<file path="config.mk">
export PLATFORM = sky130hd
export DESIGN_NAME = scl_timing_gen
export DESIGN_NICKNAME = d
export VERILOG_FILES = /design/src/rtl/scl_timing_pkg.sv /design/src/rtl/scl_timing_datapath.sv /design/src/rtl/scl_timing_control.sv /design/src/rtl/scl_timing_gen.sv
export SDC_FILE = /design/constraint.sdc
export NUM_CORES = 1
export LEC_CHECK = 0
export CAP_MARGIN = 20
export CORE_UTILIZATION = 62
export CTS_BUF_LIST = sky130_fd_sc_hd__clkbuf_4
export DETAILED_ROUTE_END_ITERATION = 12
export PLACE_DENSITY = 0.87
export SLEW_MARGIN = 10
export SYNTH_ARGS = -nofsm -noshare
export SYNTH_HDL_FRONTEND = slang
export SYNTH_HIERARCHICAL = 1
export SYNTH_SLANG_ARGS = --single-unit
</file>
<file path="constraint.sdc">
create_clock -name clk -period 5.9 [get_ports clk]
set_input_delay 0.59 -clock clk [delete_from_list [all_inputs] [get_ports clk]]
set_output_delay 0.59 -clock clk [all_outputs]
set_load 0.03 [all_outputs]
</file>
<file path="src/rtl/scl_timing_pkg.sv">
`timescale 1ns/1ps
package scl_timing_pkg;

  typedef enum logic [1:0] {
    PH_IDLE = 2'd0,
    PH_LOW  = 2'd1,
    PH_RISE = 2'd2,
    PH_HIGH = 2'd3
  } phase_e;

  typedef struct packed {
    logic cntClear;
    logic cntInc;
  } ctlStrobe_t;

endpackage

</file>
<file path="src/rtl/scl_timing_datapath.sv">
`timescale 1ns/1ps
module scl_timing_datapath
  import scl_timing_pkg::*;
#(
  parameter int DIV_W        = 12,
  parameter int RISE_W       = 6,
  parameter int MHZ_W        = 6,
  parameter int MHZ_MIN      = 2,
  parameter int MHZ_MAX      = 36,
  parameter int STD_MIN_DIV  = 4,
  parameter int FAST_MIN_DIV = 1,
  parameter int CNT_W        = DIV_W + 5
) (
  input  logic              clk,
  input  logic              rstN,
  input  logic              enable,
  input  logic [DIV_W-1:0]  divIn,
  input  logic              fastIn,
  input  logic              dutyIn,
  input  logic [RISE_W-1:0] riseIn,
  input  logic [MHZ_W-1:0]  mhzIn,
  input  logic              sclIn,
  input  ctlStrobe_t        strobe,
  output logic              lowLast,
  output logic              riseMet,
  output logic              highLast,
  output logic              highMid,
  output logic              cntZero,
  output logic              lineHigh,
  output logic              cfgBad
);

  localparam logic [DIV_W-1:0] STD_MIN  = DIV_W'(STD_MIN_DIV);
  localparam logic [DIV_W-1:0] FAST_MIN = DIV_W'(FAST_MIN_DIV);
  localparam logic [MHZ_W-1:0] MHZ_LO   = MHZ_W'(MHZ_MIN);
  localparam logic [MHZ_W-1:0] MHZ_HI   = MHZ_W'(MHZ_MAX);
  localparam logic [CNT_W-1:0] ONE      = CNT_W'(1);

  // Shadow copy of the configuration; it follows the inputs only while idle.
  logic [DIV_W-1:0]  divLat;
  logic              fastLat;
  logic              dutyLat;
  logic [RISE_W-1:0] riseLat;
  logic [MHZ_W-1:0]  mhzLat;

  always_ff @(posedge clk) begin
    if (!rstN) begin
      divLat  <= STD_MIN;
      fastLat <= 1'b0;
      dutyLat <= 1'b0;
      riseLat <= '0;
      mhzLat  <= MHZ_LO;
    end else if (!enable) begin
      divLat  <= divIn;
      fastLat <= fastIn;
      dutyLat <= dutyIn;
      riseLat <= riseIn;
      mhzLat  <= mhzIn;
    end
  end

  // Clamped unit and phase lengths.
  logic [DIV_W-1:0] unitDiv;
  logic [CNT_W-1:0] unitW;
  logic [CNT_W-1:0] lowLen;
  logic [CNT_W-1:0] highLen;

  always_comb begin
    if (fastLat) unitDiv = (divLat < FAST_MIN) ? FAST_MIN : divLat;
    else         unitDiv = (divLat < STD_MIN)  ? STD_MIN  : divLat;
    unitW = CNT_W'(unitDiv);
    case ({fastLat, dutyLat})
      2'b10: begin
        lowLen  = unitW << 1;
        highLen = unitW;
      end
      2'b11: begin
        lowLen  = unitW << 4;
        highLen = (unitW << 3) + unitW;
      end
      default: begin
        lowLen  = unitW;
        highLen = unitW;
      end
    endcase
  end

  // Phase counter, driven by the control strobes.
  logic [CNT_W-1:0] cnt;

  always_ff @(posedge clk) begin
    if (!rstN)                cnt <= '0;
    else if (strobe.cntClear) cnt <= '0;
    else if (strobe.cntInc)   cnt <= cnt + ONE;
  end

  // Registered sample of the bus clock line.
  always_ff @(posedge clk) begin
    if (!rstN) lineHigh <= 1'b0;
    else       lineHigh <= sclIn;
  end

  assign lowLast  = (cnt == lowLen - ONE);
  assign highLast = (cnt == highLen - ONE);
  assign highMid  = (cnt == (highLen >> 1));
  assign riseMet  = (cnt == CNT_W'(riseLat));
  assign cntZero  = (cnt == '0);
  assign cfgBad   = (mhzLat < MHZ_LO) || (mhzLat > MHZ_HI);

endmodule

</file>
<file path="src/rtl/scl_timing_control.sv">
`timescale 1ns/1ps
module scl_timing_control
  import scl_timing_pkg::*;
(
  input  logic       clk,
  input  logic       rstN,
  input  logic       enable,
  input  logic       lowLast,
  input  logic       riseMet,
  input  logic       highLast,
  input  logic       highMid,
  input  logic       cntZero,
  input  logic       lineHigh,
  input  logic       cfgBad,
  output ctlStrobe_t strobe,
  output logic       sclOut,
  output logic       changeTick,
  output logic       sampleTick
);

  phase_e phase, phaseNext;

  always_ff @(posedge clk) begin
    if (!rstN) phase <= PH_IDLE;
    else       phase <= phaseNext;
  end

  always_comb begin
    phaseNext       = phase;
    strobe.cntClear = 1'b0;
    strobe.cntInc   = 1'b0;
    case (phase)
      PH_IDLE: begin
        strobe.cntClear = 1'b1;
        if (enable && !cfgBad) phaseNext = PH_LOW;
      end
      PH_LOW: begin
        if (!enable) begin
          phaseNext       = PH_IDLE;
          strobe.cntClear = 1'b1;
        end else if (lowLast) begin
          phaseNext       = PH_RISE;
          strobe.cntClear = 1'b1;
        end else begin
          strobe.cntInc = 1'b1;
        end
      end
      PH_RISE: begin
        if (!enable) begin
          phaseNext       = PH_IDLE;
          strobe.cntClear = 1'b1;
        end else if (riseMet && lineHigh) begin
          phaseNext       = PH_HIGH;
          strobe.cntClear = 1'b1;
        end else begin
          strobe.cntInc = !riseMet;
        end
      end
      PH_HIGH: begin
        if (!enable) begin
          phaseNext       = PH_IDLE;
          strobe.cntClear = 1'b1;
        end else if (highLast) begin
          phaseNext       = PH_LOW;
          strobe.cntClear = 1'b1;
        end else begin
          strobe.cntInc = 1'b1;
        end
      end
      default: begin
        phaseNext       = PH_IDLE;
        strobe.cntClear = 1'b1;
      end
    endcase
  end

  assign sclOut     = (phase != PH_LOW);
  assign changeTick = (phase == PH_LOW) && cntZero;
  assign sampleTick = (phase == PH_HIGH) && highMid;

endmodule

</file>
<file path="src/rtl/scl_timing_gen.sv">
`timescale 1ns/1ps
module scl_timing_gen
  import scl_timing_pkg::*;
#(
  parameter int DIV_W        = 12,
  parameter int RISE_W       = 6,
  parameter int MHZ_W        = 6,
  parameter int MHZ_MIN      = 2,
  parameter int MHZ_MAX      = 36,
  parameter int STD_MIN_DIV  = 4,
  parameter int FAST_MIN_DIV = 1
) (
  input  logic              clk,
  input  logic              rstN,
  input  logic              enable,
  input  logic [DIV_W-1:0]  divider,
  input  logic              fastMode,
  input  logic              dutySel,
  input  logic [RISE_W-1:0] riseCount,
  input  logic [MHZ_W-1:0]  clkMhz,
  input  logic              sclIn,
  output logic              sclOut,
  output logic              changeTick,
  output logic              sampleTick,
  output logic              cfgError
);

  localparam int CNT_W = DIV_W + 5;

  ctlStrobe_t strobe;
  logic lowLast, riseMet, highLast, highMid, cntZero, lineHigh, cfgBad;

  scl_timing_datapath #(
    .DIV_W(DIV_W), .RISE_W(RISE_W), .MHZ_W(MHZ_W),
    .MHZ_MIN(MHZ_MIN), .MHZ_MAX(MHZ_MAX),
    .STD_MIN_DIV(STD_MIN_DIV), .FAST_MIN_DIV(FAST_MIN_DIV),
    .CNT_W(CNT_W)
  ) datapath_i (
    .clk(clk), .rstN(rstN), .enable(enable),
    .divIn(divider), .fastIn(fastMode), .dutyIn(dutySel),
    .riseIn(riseCount), .mhzIn(clkMhz), .sclIn(sclIn),
    .strobe(strobe),
    .lowLast(lowLast), .riseMet(riseMet), .highLast(highLast),
    .highMid(highMid), .cntZero(cntZero), .lineHigh(lineHigh),
    .cfgBad(cfgBad)
  );

  scl_timing_control control_i (
    .clk(clk), .rstN(rstN), .enable(enable),
    .lowLast(lowLast), .riseMet(riseMet), .highLast(highLast),
    .highMid(highMid), .cntZero(cntZero), .lineHigh(lineHigh),
    .cfgBad(cfgBad),
    .strobe(strobe),
    .sclOut(sclOut), .changeTick(changeTick), .sampleTick(sampleTick)
  );

  assign cfgError = cfgBad;

endmodule

</file>
==> metrics.csv, run 1 <==
stage,metric,value,unit
die,Initial Utilization,64.4,%
setup_path,family with the most delay on the worst path,simple AND/OR/NAND/NOR gates,
setup_path,critical path arrival,6.03,ns
setup_path,critical-path cell list,nor4_4 -> and3_4 -> and2_1 -> nor2_2 -> ha_1 -> inv_1 -> fa_1 -> nand2b_1 -> a211oi_2 -> buf_4 -> or3_1 -> a221oi_4 -> a31oi_4 -> nor4_4 -> and2b_1 -> o21ai_1 -> a221oi_4 -> mux2i_1 -> a31o_1 -> nand2_1 -> nor3_1 -> nand2_1 -> or3_1 -> a21oi_1,
cts,htree depth,2,
placement,gpl congestion,0.911,
cts,worst-case clock buffer depth,2,
detailed_routing,WL final,12300,µm
grt,initial antenna violation count,0,
cts,CTS tree,yes,
setup_path,Setup crit start kind,register,
finish,Layout Utilization,70.6,%
setup_path,crit path capture type,register,
timing,final worst slack,0.206,ns
status,status,completed,
cts,worst skew pair latency,0.39,ns
timing,fin crit period,5.69,ns
cts,CTS sink count,46,
cts,Clock Tree Root,clkbuf_4,
hold_path,hold path depth,2,
synthesis,largest cells by area after synthesis,"dfxtp_1 20%, xnor2_1 8.8%, mux2i_1 8.5%, xor2_1 5.6%, nor2_1 4.0%",
grt,GRT Util Overall,31.8,%
grt,largest net degree at the start of global routing,34,
finish,Area Overhead vs Synth,9.62,%
timing,worst slew pin tran,0.910,ns
finish,number of fill cells,565,
setup_path,FF-to-FF setup slack,0.21,ns
synthesis,"Top FF cell, synth",dfxtp_1,
timing,Final Hold Viols,0,
hold_path,Tightest Hold Check Type,register to register,
die,area of the core,0.00729,mm²
power_and_ir_drop,Max VDD drop,145,µV
synthesis,#FFs+latches synth,46,
synthesis,Mapped Area,0.00470,mm²
cts,clock-pin slew on the worst setup and hold paths,0.15,ns
power_and_ir_drop,P per Cell Area,150,mW/mm²
timing,Hold WS,0.539,ns
flow_run,max-cap check violation count,0,
grt,global-route wire length before repair,19400,µm
setup_path,CP Buf/Inv Count,2,
grt,number of global-route vias before repair,4175,
detailed_routing,number of remaining DRC errors,0,
placement,IO buf count,33,
synthesis,Synth Instances,585,
synthesis,Syn Nets,629,
synthesis,area share of the largest cell type after synthesis,19.6,%
timing,relative slew slack,39.2,%
finish,layout net count,634,
die,IO Pins,34,
setup_path,worst r2r dst,datapath_i/cnt[13],
setup_path,"Req. time, crit path",6.23,ns
detailed_routing,vias per cell,6.43,
timing,Pins Over Slew Limit,0,
detailed_routing,Final ANT Viol Nets,0,
timing,Clock Skews,0.0135,ns
synthesis,commonest cells in the netlist,"50 x nor2_1, 47 x xnor2_1, 46 x dfxtp_1",
detailed_routing,via count,4435,
placement,DP HPWL,8920,µm
placement,pre-CTS setup slack,-0.0627,ns
synthesis,Yosys top cell by area,dfxtp_1,
synthesis,Async SR Flop Fraction,0,%
setup_path,critical path class,register to register,
finish,layout cell share with drive strength beyond 1,11.0,%
setup_path,Critical Path Fanout Max,11,
synthesis,Synth Warn #,6,
synthesis,"Seq/Total Area, Yosys",19.6,%
synthesis,"EDFF count, synth",0,
timing,max frequency,176,MHz
setup_path,R2R Path Start,datapath_i/divLat[2],
timing,Final period util,96.5,%
hold_path,Hold Startpoint,datapath_i/mhzLat[0],
die,die span in x,89.0,µm
die,die height,89.0,µm
finish,diode count,0,
setup_path,Worst path max stage delay,0.43,ns
cts,Num CTS Buffers,5,
die,Die Footprint,0.00793,mm²
synthesis,syn avg cell area,8.03,µm²
detailed_routing,Starting DRT DRC Count,425,
detailed_routing,Pre-Repair DR Iteration Count,5,
die,FP Rows,31,
power_and_ir_drop,leakage,1.95,nW
synthesis,"Distinct cells, synth",87,
hold_path,worst hold path endpoint,datapath_i/mhzLat[0],
grt,GRT overflow,0,
setup_path,reg2reg path depth,24,
cts,hold buffers post-CTS,0,
setup_path,Slowest cell on crit path,or3_1,
timing,# setup viols final,0,
synthesis,"count leader, synth",nor2_1,
detailed_routing,drt wl/cell,17.8,µm
==> cell usage in the layout, fill, tap and decap left out, drive strengths merged, types with 8 or more instances in the layout <==
master	Yosys	layout
nor2	50	50
xnor2	47	47
dfxtp	46	46
mux2i	42	42
nand2	35	35
clkdlybuf4s50	0	31
xor2	30	30
nor2b	28	28
a21oi	21	21
nand3	20	20
buf	19	18
nor3	17	17
and3	16	16
o21ai	16	16
inv	14	15
ha	13	13
nor4	13	13
nand4	11	11
nand2b	8	8
or3	8	8
and2	8	8
mux2	8	8
==> kinds of logic (layout without fill, tap and decap cells) <==
kind of cell	Yosys count	count (layout)	synth area share [%]
multiplexers	50	50	11.5
flip-flops	46	46	19.6
adder cells (fa/ha/maj)	14	14	3.89
buffers and inverters	66	72	6.31
XOR/XNOR	78	78	14.8
AO/OA/AOI/OAI	93	93	15.2
AND/OR/NAND/NOR	238	238	28.7
==> registers in the layout (all words and copies together), names as in the netlist <==
signal               flops
control_i/phase          2
datapath_i/cnt          17
datapath_i/divLat       12
datapath_i/dutyLat       1
datapath_i/fastLat       1
datapath_i/lineHigh      1
datapath_i/mhzLat        6
datapath_i/riseLat       6
==> layout make-up <==
cell class              count  area [µm²]  share of cell area [%]
multi-input cells         473        3540                    68.7
repair buffers             50         455                    8.85
flip-flops and latches     46         923                    17.9
clock inverters             2        12.5                   0.243
clock buffers               6        45.0                   0.875
inverters                  14        52.6                    1.02
well taps                  99         124                    2.41
==> report_power, final <==
group	switching, mW	internal [mW]
sequential	0.0145	0.322
clock	0.112	0.0518
combinational	0.148	0.124
total	0.274	0.498
==> metrics by stage <==
step	power, mW	cell area (µm²)	std cells	setup TNS (ns)
floorplan	0.534	4700	585	0
global placement	0.586	5000	678	0
detailed placement	0.598	5000	678	-0.101
CTS	0.760	5070	687	0
global route	0.806	5150	690	-0.142
finish	0.772	5150	690	0
==> worst min-delay path, delay by kind of cell, from the launching register on <==
| kind | cells | cell delay [ns] |
|---|---|---|
| flip-flops | 1 | 0.35 |
| AND/OR/NAND/NOR | 1 | 0.10 |
| multiplexers | 1 | 0.07 |
==> worst max-delay path by stage <==
stage                               from  slack [ns]                  to  cells past startpoint
finish              datapath_i/divLat[2]        0.21  datapath_i/cnt[13]                     24
global route        datapath_i/divLat[2]       -0.09  datapath_i/cnt[13]                     24
CTS                 datapath_i/divLat[2]        0.02          sampleTick                     17
detailed placement  datapath_i/divLat[2]       -0.06   datapath_i/cnt[8]                     22
global placement    datapath_i/divLat[2]        0.43  datapath_i/cnt[14]                     23
floorplan           datapath_i/divLat[3]        0.61  datapath_i/cnt[13]                     23
==> repair_timing <==
action	CTS	global route
resized for setup	1	14
pin swaps	0	5
buffers inserted	1	3
setup endpoints to repair	3	18
==> per-layer routing <==
| layer | vias up | part of all wire (%) | GRT usage, % |
|---|---|---|---|
| met5 | - | 0 | 0 |
| met4 | 0 | 3.7 | 18.5 |
| met3 | 49 | 7.0 | 4.43 |
| met2 | 222 | 48 | 52.9 |
| met1 | 2074 | 41 | 39.3 |
| li1 | 2090 | - | - |
Power figures use the tool's default switching activity.
==> run 2, diff against run 1 <==
--- a/config.mk
+++ b/config.mk
@@ -9,7 +9,7 @@
 export CORE_UTILIZATION = 62
 export CTS_BUF_LIST = sky130_fd_sc_hd__clkbuf_4
 export DETAILED_ROUTE_END_ITERATION = 12
-export PLACE_DENSITY = 0.87
+export PLACE_DENSITY_LB_ADDON = 0.2
 export SLEW_MARGIN = 10
 export SYNTH_ARGS = -nofsm -noshare
 export SYNTH_HDL_FRONTEND = slang
==> run 2 against run 1 <==
Effect of this change: sequential cell count unchanged; largest cell class unchanged; critical path depth decreased by 1; register-to-register slack about the same; highest routed layer unchanged; final cell count is 0.43% lower; worst hold slack better by 0.0029 ns; first-iteration DRC count is 18% lower; total power fell by 1.5%; fmax grew 0.26%; critical endpoint is now datapath_i/cnt[14].
==> metrics.csv, run 2 (synthesis gave the netlist of run 1 again) <==
stage,metric,value,unit,change
status,status,completed,,
timing,Hold WS,0.542,ns,+0.00288 ns
timing,worst slew pin tran,0.857,ns,-0.0528 ns
cts,CTS sink count,46,,unchanged
power_and_ir_drop,Max VDD drop,186,µV,+28%
timing,Pins Over Slew Limit,0,,unchanged
timing,max frequency,176,MHz,+0.26%
cts,htree depth,2,,unchanged
setup_path,critical path arrival,5.95,ns,-0.08 ns
detailed_routing,Starting DRT DRC Count,347,,-18%
finish,Multi-input gate area,0.00351,mm²,-0.64%
hold_path,Hold Startpoint,datapath_i/mhzLat[3],,
cts,Clock Tree Root,clkbuf_4,,
setup_path,FF-to-FF setup slack,0.22,ns,about the same
cts,worst-case clock buffer depth,2,,unchanged
power_and_ir_drop,P per Cell Area,149,mW/mm²,-0.52%
grt,largest net degree at the start of global routing,34,,unchanged
power_and_ir_drop,part of the power in the clock network,21.1,%,about the same
setup_path,R2R Path Start,datapath_i/divLat[2],,
finish,layout net count,631,,-0.47%
die,FP Rows,31,,unchanged
die,die height,89.0,µm,unchanged
grt,global-route wire length before repair,19000,µm,-1.9%
die,Die Footprint,0.00793,mm²,unchanged
grt,number of global-route vias before repair,3978,,-4.7%
timing,# setup viols final,0,,unchanged
setup_path,"Req. time, crit path",6.17,ns,-0.06 ns
finish,register with the most flip-flops,datapath_i/cnt,,
setup_path,crit path capture type,register,,
cts,hold buffers post-CTS,0,,unchanged
detailed_routing,Final ANT Viol Nets,0,,unchanged
timing,fin crit period,5.68,ns,-0.0146 ns
power_and_ir_drop,Switching Share,34.9,%,-0.68 points
power_and_ir_drop,combinational fraction of design power,34.8,%,-0.4 points
cts,Num CTS Buffers,5,,unchanged
grt,initial antenna violation count,0,,unchanged
grt,GRT Util Overall,31.1,%,-0.65 points
cts,clock-pin slew on the worst setup and hold paths,0.15,ns,about the same
placement,IO buf count,33,,unchanged
timing,relative slew slack,42.9,%,+3.7 points
die,area of the core,0.00729,mm²,unchanged
die,IO Pins,34,,unchanged
finish,"most common cell after layout, fill and taps aside",nor2_1,,
detailed_routing,number of remaining DRC errors,0,,unchanged
finish,Layout Utilization,69.9,%,-0.67 points
cts,CTS tree,yes,,
timing,Clock Skews,0.0149,ns,+0.00135 ns
setup_path,worst r2r dst,datapath_i/cnt[14],,
grt,GRT overflow,0,,unchanged
detailed_routing,via count,4357,,-1.8%
finish,Regs by FF count,"datapath_i/cnt (17), datapath_i/divLat (12)",,
finish,Area Overhead vs Synth,8.58,%,
setup_path,reg2reg path depth,23,,-4.2%
hold_path,worst hold path endpoint,datapath_i/mhzLat[3],,
power_and_ir_drop,sw power,265,µW,-3.3%
timing,Final period util,96.3,%,-0.25 points
cts,worst skew pair latency,0.37,ns,-0.02 ns
finish,total area of sequential cells,923,µm²,unchanged
setup_path,Critical Path Fanout Max,11,,unchanged
finish,max FFs per register,17,,unchanged
setup_path,critical path class,register to register,,
die,Initial Utilization,64.4,%,unchanged
setup_path,Setup crit start kind,register,,
power_and_ir_drop,leakage,1.92,nW,-1.6%
power_and_ir_drop,Int Power,496,µW,-0.43%
die,die span in x,89.0,µm,unchanged
finish,number of fill cells,623,,+10%
detailed_routing,WL final,12000,µm,-2.3%
hold_path,Tightest Hold Check Type,register to register,,
finish,layout cell share with drive strength beyond 1,10.5,%,-0.45 points
hold_path,hold path depth,2,,unchanged
detailed_routing,Pre-Repair DR Iteration Count,5,,unchanged
timing,Final Hold Viols,0,,unchanged
power_and_ir_drop,register share of total power,44.2,%,+0.6 points
detailed_routing,drt wl/cell,17.5,µm,-1.8%
finish,diode count,0,,unchanged
detailed_routing,vias per cell,6.34,,-1.3%
flow_run,max-cap check violation count,0,,unchanged
placement,DP HPWL,8950,µm,+0.30%
timing,Final TNS setup,0,ns,unchanged
placement,gpl congestion,0.944,,+3.5%
finish,most frequent cells in the layout,"49 x nor2_1, 47 x xnor2_1, 44 x dfxtp_1, 39 x mux2i_1, 35 x nand2_1",,
==> run 2: area by class of cell <==
type	instances	area share (%)
Multi-Input combinational cell	473	68.9
Sequential cell	46	18.1
Timing Repair Buffer	47	8.42
Tap cell	99	2.43
Inverter	14	1.03
Clock buffer	6	0.883
Clock inverter	2	0.245
==> run 2: worst max path at each step <==
stage | from | end | depth (start not counted)
floorplan | datapath_i/divLat[3] | datapath_i/cnt[13] | 23
global placement | datapath_i/divLat[7] | datapath_i/cnt[14] | 23
detailed placement | datapath_i/divLat[7] | datapath_i/cnt[14] | 23
CTS | datapath_i/divLat[2] | datapath_i/cnt[14] | 22
global route | datapath_i/divLat[2] | datapath_i/cnt[14] | 22
finish | datapath_i/divLat[2] | datapath_i/cnt[14] | 23
==> run 2: worst max-delay path, stage by stage (launching register included) <==
cell	delay, ns
dfxtp_2	0.41
nor4_4	0.33
a41oi_1	0.25
nor2_2	0.24
ha_1	0.24
inv_1	0.07
fa_1	0.40
nand2b_1	0.19
a211oi_2	0.24
buf_4	0.18
or3_1	0.20
a21oi_1	0.10
or3_1	0.41
or4_1	0.52
o211ai_1	0.10
nand4_1	0.16
a221oi_2	0.35
mux2i_1	0.14
a31o_1	0.31
and3_1	0.21
and2_1	0.20
nand4_1	0.12
xor2_1	0.16
nor2_1	0.05
==> run 2: routing by layer <==
| metal | GRT usage [%] | vias up | wire length (µm) |
|---|---|---|---|
| li1 | - | 2095 | - |
| met1 | 40.5 | 2028 | 5180 |
| met2 | 51.7 | 195 | 5630 |
| met3 | 3.42 | 39 | 793 |
| met4 | 15.0 | 0 | 399 |
| met5 | 0 | - | 0 |
==> run 2: power groups by stage <==
| stage | Combinational [mW] | Sequential, mW | Clock, mW |
|---|---|---|---|
| 4_1_cts | 0.258 | 0.335 | 0.166 |
| 2_1_floorplan | 0.198 | 0.336 | 0 |
| 6_report | 0.264 | 0.336 | 0.160 |
| 3_3_place_gp | 0.248 | 0.341 | 0 |
| 3_5_place_dp | 0.256 | 0.342 | 0 |
| 5_1_grt | 0.287 | 0.338 | 0.176 |
==> run 2: per-stage QoR <==
stage               worst slack [ns]  instance area, µm²  instances  power [mW]
global route                -0.00562                5100        687       0.802
detailed placement           0.00307                5010        679       0.598
floorplan                      0.612                4700        585       0.534
global placement               0.372                5010        679       0.589
finish                         0.220                5100        687       0.761
CTS                           0.0232                5070        687       0.759
==> run 2: timing repair <==
action | CTS | global route
endpoints found under the hold margin | 0 | 0
resized for setup | 3 | 7
pin swaps | 0 | 1
buffers inserted | 0 | 0
setup endpoints to repair | 3 | 18
==> run 3, diff against run 2 <==
--- a/config.mk
+++ b/config.mk
@@ -9,6 +9,7 @@
 export CORE_UTILIZATION = 62
 export CTS_BUF_LIST = sky130_fd_sc_hd__clkbuf_4
 export DETAILED_ROUTE_END_ITERATION = 12
+export HOLD_SLACK_MARGIN = 0.02
 export PLACE_DENSITY_LB_ADDON = 0.2
 export SLEW_MARGIN = 10
 export SYNTH_ARGS = -nofsm -noshare
==> constraint.sdc (replaced) <==
create_clock -name clk -period 5.9 [get_ports clk]
set_input_delay 0.59 -clock clk [delete_from_list [all_inputs] [get_ports clk]]
set_output_delay 0.59 -clock clk [all_outputs]
set_load 0.1 [all_outputs]
==> run 3 against run 2 <==
Effect of this change: wire length down 1.6%; sequential share of layout area shrank 0.080 points; sequential cell count did not move; sequential power is essentially flat; clock power about the same; total power up 1.4%; critical endpoint unchanged; highest routed layer unchanged.
==> metrics.csv, run 3 (synthesis gave the netlist of run 1 again) <==
stage,metric,value,unit,change
finish,register with the most flip-flops,datapath_i/cnt,,
die,die height,89.0,µm,unchanged
power_and_ir_drop,Max VDD drop,147,µV,-21%
timing,max frequency,177,MHz,+0.76%
setup_path,critical path class,register to register,,
cts,CTS tree,yes,,
hold_path,hold path depth,2,,unchanged
die,Initial Utilization,64.4,%,unchanged
finish,Multi-input gate area,0.00352,mm²,+0.25%
timing,fin crit period,5.64,ns,-0.0426 ns
setup_path,reg2reg path depth,23,,unchanged
timing,RSZ-0062 raised after global routing,yes,,
finish,layout cell share with drive strength beyond 1,11.0,%,+0.47 points
finish,"most common cell after layout, fill and taps aside",nor2_1,,
cts,htree depth,2,,unchanged
timing,Final Hold Viols,0,,unchanged
finish,number of fill cells,633,,+1.6%
detailed_routing,number of remaining DRC errors,0,,unchanged
finish,Area Overhead vs Synth,9.06,%,
setup_path,"Req. time, crit path",6.17,ns,about the same
detailed_routing,drt wl/cell,17.1,µm,-1.9%
grt,largest net degree at the start of global routing,34,,unchanged
finish,total area of sequential cells,923,µm²,unchanged
setup_path,worst r2r dst,datapath_i/cnt[14],,
cts,Clock Tree Root,clkbuf_4,,
finish,Layout Utilization,70.2,%,+0.31 points
placement,pre-CTS setup slack,0.0396,ns,+0.0365 ns
hold_path,worst hold path endpoint,datapath_i/mhzLat[0],,
setup_path,R2R Path Start,datapath_i/divLat[2],,
hold_path,Tightest Hold Check Type,register to register,,
cts,hold buffers post-CTS,0,,unchanged
setup_path,FF-to-FF setup slack,0.26,ns,+0.04 ns
grt,number of global-route vias before repair,3911,,-1.7%
setup_path,critical path arrival,5.91,ns,-0.04 ns
cts,CTS sink count,46,,unchanged
detailed_routing,vias per cell,6.25,,-1.4%
power_and_ir_drop,P per Cell Area,151,mW/mm²,+0.91%
timing,Pins Over Slew Limit,0,,unchanged
cts,post-CTS setup buffers,0,,unchanged
cts,worst skew pair latency,0.37,ns,about the same
setup_path,Slowest cell on crit path,or4_1,,
cts,Num CTS Buffers,5,,unchanged
setup_path,critical-path cell list,nor4_4 -> a41oi_1 -> nor2_2 -> ha_1 -> inv_1 -> fa_1 -> nand2b_1 -> a211oi_2 -> buf_4 -> or3_1 -> a21oi_1 -> or3_1 -> or4_1 -> o211ai_1 -> nand4_1 -> a221oi_2 -> mux2i_1 -> a31o_1 -> and3_1 -> and2_1 -> nand4_1 -> xor2_1 -> nor2_1,,
status,status,completed,,
detailed_routing,Pre-Repair DR Iteration Count,5,,unchanged
setup_path,crit path capture type,register,,
die,IO Pins,34,,unchanged
setup_path,Worst Setup SP,datapath_i/divLat[2],,
timing,# setup viols final,0,,unchanged
placement,DP HPWL,8910,µm,-0.44%
hold_path,Hold Startpoint,datapath_i/mhzLat[0],,
timing,worst slew pin tran,0.972,ns,+0.115 ns
die,Die Footprint,0.00793,mm²,unchanged
finish,layout net count,633,,+0.32%
detailed_routing,WL final,11800,µm,-1.6%
detailed_routing,via count,4308,,-1.1%
placement,gpl congestion,0.942,,-0.14%
grt,GRT Util Overall,31.3,%,+0.17 points
detailed_routing,Starting DRT DRC Count,315,,-9.2%
grt,global-route wire length before repair,19100,µm,+0.44%
power_and_ir_drop,leakage,1.93,nW,+0.39%
setup_path,Critical Path Fanout Max,11,,unchanged
timing,Clock Skews,0.0121,ns,-0.00280 ns
finish,max FFs per register,17,,unchanged
placement,IO buf count,33,,unchanged
grt,initial antenna violation count,0,,unchanged
finish,Regs by FF count,"datapath_i/cnt (17), datapath_i/divLat (12)",,
cts,worst-case clock buffer depth,2,,unchanged
finish,most frequent cells in the layout,"49 x nor2_1, 47 x xnor2_1, 44 x dfxtp_1, 39 x mux2i_1, 35 x nand2_1",,
setup_path,Setup crit start kind,register,,
finish,diode count,0,,unchanged
flow_run,max-cap check violation count,0,,unchanged
die,area of the core,0.00729,mm²,unchanged
detailed_routing,Final ANT Viol Nets,0,,unchanged
grt,GRT overflow,0,,unchanged
timing,Final period util,95.5,%,-0.72 points
setup_path,Worst path max stage delay,0.50,ns,-0.02 ns
cts,clock-pin slew on the worst setup and hold paths,0.13,ns,-0.02 ns
timing,final worst slack,0.263,ns,+0.0426 ns
timing,relative slew slack,35.0,%,-7.9 points
die,die span in x,89.0,µm,unchanged
power_and_ir_drop,Total Power,771,µW,+1.4%
die,FP Rows,31,,unchanged
[run 3: worst max-delay path by stage]
stage                         endpoint  slack (ns)  depth (start not counted)
global route        datapath_i/cnt[14]       -0.07                         23
detailed placement  datapath_i/cnt[14]        0.04                         22
finish              datapath_i/cnt[14]        0.26                         23
floorplan           datapath_i/cnt[13]        0.61                         23
CTS                 datapath_i/cnt[14]       0.009                         22
global placement    datapath_i/cnt[14]        0.38                         23
[run 3: cell type report]
| class | count | share of cell area (%) |
|---|---|---|
| repair buffers | 49 | 8.65 |
| flip-flops and latches | 46 | 18.0 |
| clock inverters | 2 | 0.244 |
| clock buffers | 6 | 0.879 |
| well taps | 99 | 2.42 |
| multi-input cells | 473 | 68.8 |
| inverters | 14 | 1.03 |
[run 3: worst max-delay path: cells and delay by family, from the launching register on]
family,cells,cell delay [ns]
mux,1,0.13
compound gates,6,1.38
xor+xnor,1,0.14
fa+ha+maj,2,0.62
buf+inv,2,0.24
flops,1,0.41
simple gates,11,2.63
[run 3: what timing repair did]
item | in CTS | in global routing
hold endpoints to repair | 0 | 0
setup endpoints to repair | 0 | 18
gates resized for setup | 0 | 10
[run 3: power breakdown]
group	switching, mW	internal, mW
registers	0.0136	0.322
logic	0.153	0.122
clock network	0.108	0.0519
[run 3: metrics by stage]
stage	setup TNS (ns)	instances	hold WS (ns)	instance area, µm²
2_1_floorplan	0	585	0.463	4700
3_3_place_gp	0	681	0.498	5020
3_5_place_dp	0	681	0.511	5020
4_1_cts	0	689	0.543	5080
5_1_grt	-0.122	689	0.567	5120
6_report	0	689	0.539	5120
[run 3: metal layers]
| layer | global-route usage (%) | vias to the layer above | wire (µm) |
|---|---|---|---|
| met5 | 0 | - | 0 |
| met3 | 4.52 | 37 | 910 |
| met1 | 40.8 | 1980 | 5020 |
| met4 | 11.4 | 0 | 347 |
| li1 | - | 2091 | - |
| met2 | 52.7 | 200 | 5530 |
